### src/rtl/disp_seq_pkg.sv
package disp_seq_pkg;

  typedef enum logic [1:0] {
    WT_NONE  = 2'd0,
    WT_SHORT = 2'd1,
    WT_LONG  = 2'd2
  } wait_e;

  typedef struct packed {
    logic        last;
    logic        idx_only;
    wait_e       wt;
    logic [7:0]  idx;
    logic [15:0] val;
  } step_t;

  localparam int STEP_AW     = 6;
  localparam int PWROFF_BASE = 38;
  localparam int SHORT_MS    = 10;
  localparam int LONG_MS     = 40;
  localparam int FRAME_BITS  = 24;

  localparam logic [15:0] CODE_EXPECT = 16'h9220;
  localparam logic [15:0] CODE_MASK   = 16'hFFF0;
  localparam logic [7:0]  GRAM_SEL    = 8'h22;

  // pause owed after a write depends only on the register index
  function automatic wait_e wait_rule(input logic [7:0] idx);
    case (idx)
      8'h00, 8'h10: return WT_SHORT;
      8'h12, 8'h13: return WT_LONG;
      default:      return WT_NONE;
    endcase
  endfunction

  function automatic step_t wr(input logic [7:0] idx, input logic [15:0] v);
    step_t s;
    s.last     = 1'b0;
    s.idx_only = 1'b0;
    s.wt       = wait_rule(idx);
    s.idx      = idx;
    s.val      = v;
    return s;
  endfunction

  function automatic logic [7:0] start_byte(input logic id, input logic rs, input logic rw);
    return 8'h70 | {5'b0, id, rs, rw};
  endfunction

endpackage

### src/rtl/disp_seq_rom.sv
module disp_seq_rom
  import disp_seq_pkg::*;
(
  input  logic               clk,
  input  logic [STEP_AW-1:0] addr,
  output step_t              q
);

  step_t d;

  always_comb begin
    case (addr)
      // panel configuration
      6'd0:  d = wr(8'h00, 16'h0001);
      6'd1:  d = wr(8'h01, 16'h691B);
      6'd2:  d = wr(8'h02, 16'h0700);
      6'd3:  d = wr(8'h03, 16'h1030);
      6'd4:  d = wr(8'h04, 16'h0000);
      6'd5:  d = wr(8'h05, 16'h0000);
      6'd6:  d = wr(8'h07, 16'h0037);
      6'd7:  d = wr(8'h08, 16'h0202);
      6'd8:  d = wr(8'h09, 16'h0000);
      6'd9:  d = wr(8'h0B, 16'h0000);
      6'd10: d = wr(8'h0C, 16'h0110);
      // power ramp, first half clears, second half programs
      6'd11: d = wr(8'h10, 16'h0000);
      6'd12: d = wr(8'h11, 16'h0000);
      6'd13: d = wr(8'h12, 16'h0000);
      6'd14: d = wr(8'h13, 16'h0000);
      6'd15: d = wr(8'h56, 16'h080F);
      6'd16: d = wr(8'h10, 16'h4240);
      6'd17: d = wr(8'h11, 16'h0000);
      6'd18: d = wr(8'h12, 16'h0014);
      6'd19: d = wr(8'h13, 16'h1319);
      // gamma curve
      6'd20: d = wr(8'h30, 16'h0302);
      6'd21: d = wr(8'h31, 16'h0407);
      6'd22: d = wr(8'h32, 16'h0304);
      6'd23: d = wr(8'h33, 16'h0203);
      6'd24: d = wr(8'h34, 16'h0706);
      6'd25: d = wr(8'h35, 16'h0407);
      6'd26: d = wr(8'h36, 16'h0706);
      6'd27: d = wr(8'h37, 16'h0000);
      6'd28: d = wr(8'h38, 16'h0C06);
      6'd29: d = wr(8'h39, 16'h0F00);
      // addressing and scan window
      6'd30: d = wr(8'h21, 16'h0000);
      6'd31: d = wr(8'h40, 16'h0000);
      6'd32: d = wr(8'h41, 16'h0000);
      6'd33: d = wr(8'h42, 16'hDB00);
      6'd34: d = wr(8'h43, 16'hDB00);
      6'd35: d = wr(8'h44, 16'hAF00);
      6'd36: d = wr(8'h45, 16'hDB00);
      6'd37: begin
        d          = wr(GRAM_SEL, 16'h0000);
        d.idx_only = 1'b1;
        d.last     = 1'b1;
      end
      // shutdown list
      6'd38: d = wr(8'h10, 16'h0000);
      6'd39: d = wr(8'h11, 16'h0000);
      6'd40: d = wr(8'h12, 16'h0000);
      6'd41: begin
        d      = wr(8'h13, 16'h0000);
        d.last = 1'b1;
      end
      default: d = '0;
    endcase
  end

  // registered read so the table maps onto a synchronous memory
  always_ff @(posedge clk) q <= d;

endmodule

### src/rtl/disp_wait_timer.sv
module disp_wait_timer
  import disp_seq_pkg::*;
#(
  parameter int CLK_PER_MS = 100000
) (
  input  logic  clk,
  input  logic  rst,
  input  logic  go_i,
  input  wait_e code_i,
  output logic  busy_o
);

  localparam int CW  = $clog2(CLK_PER_MS + 1);
  localparam int MSW = $clog2(LONG_MS + 1);
  localparam logic [CW-1:0] CYC_LAST = CW'(CLK_PER_MS - 1);

  logic [CW-1:0]  cyc;
  logic [MSW-1:0] ms_left;

  always_ff @(posedge clk) begin
    if (rst) begin
      busy_o  <= 1'b0;
      cyc     <= '0;
      ms_left <= '0;
    end else if (go_i) begin
      busy_o  <= 1'b1;
      cyc     <= '0;
      ms_left <= (code_i == WT_LONG) ? MSW'(LONG_MS - 1) : MSW'(SHORT_MS - 1);
    end else if (busy_o) begin
      if (cyc == CYC_LAST) begin
        cyc <= '0;
        if (ms_left == '0) busy_o <= 1'b0;
        else ms_left <= ms_left - 1'b1;
      end else begin
        cyc <= cyc + 1'b1;
      end
    end
  end

endmodule

### src/rtl/disp_spi_xfer.sv
module disp_spi_xfer
  import disp_seq_pkg::*;
#(
  parameter int SCLK_HALF = 13
) (
  input  logic                  clk,
  input  logic                  rst,
  input  logic                  go_i,
  input  logic [FRAME_BITS-1:0] word_i,
  output logic                  done_o,
  output logic [15:0]           rx_o,
  output logic                  sclk_o,
  output logic                  cs_n_o,
  output logic                  mosi_o,
  input  logic                  miso_i
);

  localparam int HW = $clog2(SCLK_HALF + 1);
  localparam int BW = $clog2(FRAME_BITS);
  localparam logic [HW-1:0] H_LAST   = HW'(SCLK_HALF - 1);
  localparam logic [BW-1:0] BIT_LAST = BW'(FRAME_BITS - 1);

  typedef enum logic [2:0] {X_IDLE, X_LEAD, X_BITS, X_TRAIL, X_GAP} xst_e;

  xst_e                  st;
  logic [HW-1:0]         hcnt;
  logic [BW-1:0]         bcnt;
  logic [FRAME_BITS-1:0] sh;
  logic                  tick;

  assign tick = (hcnt == H_LAST);

  always_ff @(posedge clk) begin
    if (rst) begin
      st     <= X_IDLE;
      hcnt   <= '0;
      bcnt   <= '0;
      sh     <= '0;
      rx_o   <= '0;
      sclk_o <= 1'b0;
      cs_n_o <= 1'b1;
      mosi_o <= 1'b0;
      done_o <= 1'b0;
    end else begin
      done_o <= 1'b0;
      hcnt   <= tick ? '0 : hcnt + 1'b1;
      case (st)
        X_IDLE: begin
          hcnt <= '0;
          if (go_i) begin
            sh     <= word_i;
            mosi_o <= word_i[FRAME_BITS-1];
            cs_n_o <= 1'b0;
            bcnt   <= '0;
            st     <= X_LEAD;
          end
        end
        X_LEAD: if (tick) begin
          sclk_o <= 1'b1;
          rx_o   <= {rx_o[14:0], miso_i};
          st     <= X_BITS;
        end
        X_BITS: if (tick) begin
          if (sclk_o) begin
            sclk_o <= 1'b0;
            if (bcnt == BIT_LAST) begin
              st <= X_TRAIL;
            end else begin
              bcnt   <= bcnt + 1'b1;
              sh     <= sh << 1;
              mosi_o <= sh[FRAME_BITS-2];
            end
          end else begin
            sclk_o <= 1'b1;
            rx_o   <= {rx_o[14:0], miso_i};
          end
        end
        X_TRAIL: if (tick) begin
          cs_n_o <= 1'b1;
          st     <= X_GAP;
        end
        X_GAP: if (tick) begin
          done_o <= 1'b1;
          st     <= X_IDLE;
        end
        default: st <= X_IDLE;
      endcase
    end
  end

  // ---- checks on the serial pins ----
  logic          sclk_q;
  logic [HW-1:0] held;

  always_ff @(posedge clk) begin
    if (rst) begin
      sclk_q <= 1'b0;
      held   <= HW'(SCLK_HALF);
    end else begin
      sclk_q <= sclk_o;
      if (sclk_o != sclk_q) begin
        assert_sclk_half_R8: assert (held >= HW'(SCLK_HALF))
          else $error("SCLK level shorter than SCLK_HALF");
        held <= HW'(1);
      end else if (held < HW'(SCLK_HALF)) begin
        held <= held + 1'b1;
      end
    end
  end

  assert_sclk_idle_R8: assert property (@(posedge clk) disable iff (rst)
    cs_n_o |-> !sclk_o);

  assert_mosi_hold_R8: assert property (@(posedge clk) disable iff (rst)
    (sclk_o && $past(sclk_o)) |-> $stable(mosi_o));

endmodule

### src/rtl/disp_init_seq.sv
module disp_init_seq
  import disp_seq_pkg::*;
#(
  parameter int   CLK_PER_MS  = 100000,
  parameter int   SCLK_HALF   = 13,
  parameter logic CHIP_ID_BIT = 1'b1
) (
  input  logic clk,
  input  logic rst,
  input  logic start_i,
  input  logic pwr_off_i,
  input  logic tx_inv_i,
  output logic busy_o,
  output logic done_o,
  output logic err_o,
  output logic sclk_o,
  output logic cs_n_o,
  output logic mosi_o,
  input  logic miso_i
);

  typedef enum logic [3:0] {
    S_IDLE, S_PROBE_IDX, S_PROBE_RD, S_CHECK,
    S_FETCH, S_IDX, S_DATA, S_WAIT
  } st_e;

  st_e                   state, after_send;
  logic [STEP_AW-1:0]    ptr;
  step_t                 step_q;
  logic                  issued, inv_q;
  logic                  x_go, x_done;
  logic [FRAME_BITS-1:0] x_word, tx_word;
  logic [15:0]           x_rx;
  logic                  wt_go, wt_busy;
  logic                  sending;

  disp_seq_rom u_rom (
    .clk  (clk),
    .addr (ptr),
    .q    (step_q)
  );

  disp_spi_xfer #(.SCLK_HALF(SCLK_HALF)) u_xfer (
    .clk    (clk),
    .rst    (rst),
    .go_i   (x_go),
    .word_i (x_word),
    .done_o (x_done),
    .rx_o   (x_rx),
    .sclk_o (sclk_o),
    .cs_n_o (cs_n_o),
    .mosi_o (mosi_o),
    .miso_i (miso_i)
  );

  disp_wait_timer #(.CLK_PER_MS(CLK_PER_MS)) u_wait (
    .clk    (clk),
    .rst    (rst),
    .go_i   (wt_go),
    .code_i (step_q.wt),
    .busy_o (wt_busy)
  );

  // frame content and successor for each sending state
  always_comb begin
    sending    = 1'b1;
    tx_word    = '0;
    after_send = S_IDLE;
    case (state)
      S_PROBE_IDX: begin
        tx_word    = {start_byte(CHIP_ID_BIT, 1'b0, 1'b0), 16'h0000};
        after_send = S_PROBE_RD;
      end
      S_PROBE_RD: begin
        tx_word    = {start_byte(CHIP_ID_BIT, 1'b1, 1'b1), 16'h0000};
        after_send = S_CHECK;
      end
      S_IDX: begin
        tx_word    = {start_byte(CHIP_ID_BIT, 1'b0, 1'b0), 8'h00, step_q.idx};
        after_send = step_q.idx_only ? S_WAIT : S_DATA;
      end
      S_DATA: begin
        tx_word    = {start_byte(CHIP_ID_BIT, 1'b1, 1'b0), step_q.val};
        after_send = S_WAIT;
      end
      default: sending = 1'b0;
    endcase
  end

  always_ff @(posedge clk) begin
    if (rst) begin
      state  <= S_IDLE;
      ptr    <= '0;
      issued <= 1'b0;
      inv_q  <= 1'b0;
      x_go   <= 1'b0;
      x_word <= '0;
      wt_go  <= 1'b0;
      busy_o <= 1'b0;
      done_o <= 1'b0;
      err_o  <= 1'b0;
    end else begin
      x_go  <= 1'b0;
      wt_go <= 1'b0;
      if (sending) begin
        if (!issued) begin
          x_go   <= 1'b1;
          x_word <= inv_q ? ~tx_word : tx_word;
          issued <= 1'b1;
        end else if (x_done) begin
          issued <= 1'b0;
          state  <= after_send;
          if (after_send == S_WAIT) wt_go <= (step_q.wt != WT_NONE);
        end
      end else begin
        case (state)
          S_IDLE: begin
            if (start_i || pwr_off_i) begin
              inv_q  <= tx_inv_i;
              busy_o <= 1'b1;
              done_o <= 1'b0;
              err_o  <= 1'b0;
            end
            if (start_i) begin
              state <= S_PROBE_IDX;
            end else if (pwr_off_i) begin
              ptr   <= STEP_AW'(PWROFF_BASE);
              state <= S_FETCH;
            end
          end
          S_CHECK: begin
            if ((x_rx & CODE_MASK) == CODE_EXPECT) begin
              ptr   <= '0;
              state <= S_FETCH;
            end else begin
              err_o  <= 1'b1;
              busy_o <= 1'b0;
              state  <= S_IDLE;
            end
          end
          S_FETCH: state <= S_IDX;
          S_WAIT: begin
            if (!wt_go && !wt_busy) begin
              if (step_q.last) begin
                busy_o <= 1'b0;
                done_o <= 1'b1;
                state  <= S_IDLE;
              end else begin
                ptr   <= ptr + 1'b1;
                state <= S_FETCH;
              end
            end
          end
          default: state <= S_IDLE;
        endcase
      end
    end
  end

  // ---- sequencing checks ----
  assert_flags_excl_R11: assert property (@(posedge clk) disable iff (rst)
    !(done_o && err_o));

  assert_cs_in_busy_R10: assert property (@(posedge clk) disable iff (rst)
    !cs_n_o |-> busy_o);

  assert_quiet_wait_R6: assert property (@(posedge clk) disable iff (rst)
    wt_busy |-> cs_n_o);

  assert_err_halts_R3: assert property (@(posedge clk) disable iff (rst)
    $rose(err_o) |-> (!busy_o && cs_n_o));

endmodule

### config.mk
export PLATFORM = sky130hd
export DESIGN_NAME = disp_init_seq
export DESIGN_NICKNAME = d
export VERILOG_FILES = /design/src/rtl/disp_seq_pkg.sv /design/src/rtl/disp_seq_rom.sv /design/src/rtl/disp_wait_timer.sv /design/src/rtl/disp_spi_xfer.sv /design/src/rtl/disp_init_seq.sv
export SDC_FILE = /design/constraint.sdc
export NUM_CORES = 1
export LEC_CHECK = 0
export CAP_MARGIN = 20
export CORE_MARGIN = 2
export CORE_UTILIZATION = 55
export DETAILED_ROUTE_END_ITERATION = 6
export PLACE_DENSITY = 0.74
export SKIP_LAST_GASP = 1
export SYNTH_ARGS = -nofsm -noshare
export SYNTH_HDL_FRONTEND = slang
export SYNTH_SLANG_ARGS = --single-unit
export TNS_END_PERCENT = 30
### constraint.sdc
create_clock -name clk -period 1.9 [get_ports clk]
set_clock_uncertainty 0.05 [all_clocks]
set_input_delay 0.285 -clock clk [delete_from_list [all_inputs] [get_ports clk]]
set_output_delay 0.285 -clock clk [all_outputs]
set_load 0.02 [all_outputs]
==> impl_metrics.csv <==
group,metric,value,unit
worst_hold_path,hp-class,"input port to flip-flop",
critical_path,slowest_delay,0.48,ns
cts,cts_made_buffers,17,
yosys,syn_nets,857,
place,placed_cells,1000,
floorplan,rows,41,
drt,ant_nets,0,
layout,antenna_cells,0,
sta,hold_viol,0,
yosys,synth_top_area_cell,"dfxtp_1",
floorplan,die_y,117.7,µm
cts,cts_tree,"yes",
drt,num_vias,6202,
floorplan,ios,12,
grt,grt_usage,0.2469,
critical_path,start_kind,"flip-flop",
place,place.gp.congestion,0.9385,
cts,clock_latency,0.42,ns
grt,overflow,0,
power,leakage,0.003025,µW
power,p_per_area,1256,mW/mm²
grt,grt_start_max_net_pins,48,
floorplan,core_area,0.01262,mm²
outcome,status,"finished clean",
cts,htree_levels,4,
cts,cts.path.max_buffers,2,
layout,fin_util,0.6546,
sta,fin_crit_sh,0.9911,
cts,cts-root-buf,"clkbuf_16",
drt,remaining_drc_errors,0,
job,maxCapViolCount,0,
sta,slew_violations,0,
critical_path,crit_path_cell_trace,"ha_1 -> and3_1 -> nand3_1 -> nor3_1 -> a311oi_1",
drt,drt_wl_total,17000,µm
grt,grt_pass1_wl,28350,µm
yosys,synthFlopType,"dfxtp_1",
grt,grt_antenna_before_repair,0,
cts,clkSlewWorstSetupHoldPaths,0.06,ns
yosys,synth.avg_cell_area,8.565,µm²
layout,most-common-layout-cells,"dfxtp_1 (136), nor2_1 (82), a21oi_1 (71)",
yosys,synth_cells,830,
critical_path,critPathKind,"flip-flop to flip-flop",
critical_path,path_max_fanout,5,
critical_path,crit_buf_inv,0,
yosys,synthTopCellsByArea,"dfxtp_1 (39%), a211oi_1 (5.4%), mux2i_1 (5.1%)",
drt,wl_per_cell,16.44,µm
drt,firstDrtPassIters,5,
floorplan,die_w,117.7,µm
grt,grt_pass1_vias,5798,
critical_path,path_delay_family,"simple AND/OR/NAND/NOR gates",
layout,layout_commonest_cell,"dfxtp_1",
sta,hold_ws,0.1836,ns
drt,dr.first_iter.drc_count,495,
critical_path,r2r_setup_slack,0.02,ns
power,vdd_ir_drop_max,0.7474,mV
sta,layout_setup_ws,0.01691,ns
sta,setup_viol,0,
layout,syn_to_final_growth,16.19,%
drt,via_per_inst,5.998,
place,place_ws,-0.1341,ns
yosys,synth.distinct_cells,79,
yosys,ys_seq_elements,140,
critical_path,arrival,2.11,ns
cts,cts.sinks,140,
critical_path,end_kind,"flip-flop",
yosys,syn_area,0.007109,mm²
sta,worst_slew_pin_slew,0.6660,ns
critical_path,cp_slowest_cell,"nor3_1",
place,dp_hpwl,11490,µm
yosys,synth_top_area_frac,0.3942,
sta,rsz0062_at_grt,"yes",
yosys,yosysWarnings,0,
place,portBuffers,11,
layout,drive_gt1_frac,0.1241,
sta,fin_crit,1.883,ns
yosys,synthArstFlopShare,0,
critical_path,required,2.13,ns
floorplan,dieArea,0.01385,mm²
sta,max_slew_margin,0.5554,
yosys,synth-edff-count,0,
layout,nets,876,
floorplan,initial_utilization,0.5634,
layout,final_cells,1034,
sta,max_freq,0.5310,GHz
yosys,ys_seq_area_frac,0.3942,
power,finalPower,10370,µW
timing repair:
item | CTS | global route
hold buffers | 0 | 0
setup buffers | 1 | 1
resized for setup | 6 | 11
pin swaps | 2 | 3
endpoints found under the setup margin | 40 | 55
cell families (layout without fill, tap and decap cells):
kind of cell | after synthesis | in the layout | share of synthesized area
AO/OA/AOI/OAI | 220 | 220 | 0.2098
buffers and inverters | 88 | 120 | 0.05086
XOR/XNOR | 38 | 38 | 0.04681
flip-flops | 140 | 140 | 0.3942
multiplexers | 40 | 40 | 0.06019
AND/OR/NAND/NOR | 283 | 283 | 0.2012
adder cells (fa/ha/maj) | 21 | 21 | 0.03696
final cells by class:
class,instances,area (µm²)
clock buffer,22,464.2
clock inverter,10,116.4
fill,1004,4359
inverter,29,108.9
multi-input combinational,602,4020
sequential,140,2808
tap,172,215.2
timing repair buffer,59,528.0
sequential cells by signal, indices dropped and copies added, names as in the netlist, 3 cells and up:
name and flops:
ptr 6, u_xfer.rx_o 16, x_word 19, state 3
u_xfer.st 3, u_xfer.sh 23, u_wait.cyc 17, u_wait.ms_left 6
u_xfer.bcnt 5, u_rom.q 26, u_xfer.hcnt 4
synth_stat cells, drive strengths merged (13+ instances only):
| library cell | number |
|---|---|
| ha | 21 |
| xor2 | 20 |
| inv | 29 |
| o21ai | 23 |
| a211oi | 51 |
| a21oi | 71 |
| buf | 23 |
| nor3 | 21 |
| clkbuf | 36 |
| nor2 | 83 |
| xnor2 | 18 |
| nand2b | 13 |
| mux2i | 36 |
| nand3 | 20 |
| nand2 | 65 |
| dfxtp | 140 |
worst paths after layout:
| path | from | end | cells after the start |
|---|---|---|---|
| hold / removal | rst | u_wait.busy_o | 2 |
| setup / recovery | u_wait.cyc[0] | u_wait.ms_left[1] | 5 |
| setup reg to reg | u_wait.cyc[0] | u_wait.ms_left[1] | 5 |
| hold reg to reg | u_xfer.hcnt[0] | u_xfer.hcnt[0] | 1 |
through the flow:
stage,cell area [µm²],TNS (ns)
2_1_floorplan,7111,0
3_3_place_gp,7590,-0.05428
3_5_place_dp,7590,-0.2800
4_1_cts,8205,-0.001440
5_1_grt,8260,-0.7143
6_report,8260,0
power breakdown:
part           switching [µW]  internal [µW]
Combinational            1890           1440
Clock                    1230           2000
Sequential                363           3460
metal layers:
metal / track usage / wire length (µm) / part of all wire
met1: 0.3192 / 7604 / 0.45
met2: 0.4037 / 8241 / 0.48
met3: 0.04942 / 808 / 0.048
met4: 0.1017 / 345 / 0.020
met5: 0 / 0 / 0
No activity file was read; power rests on OpenSTA's default activity.
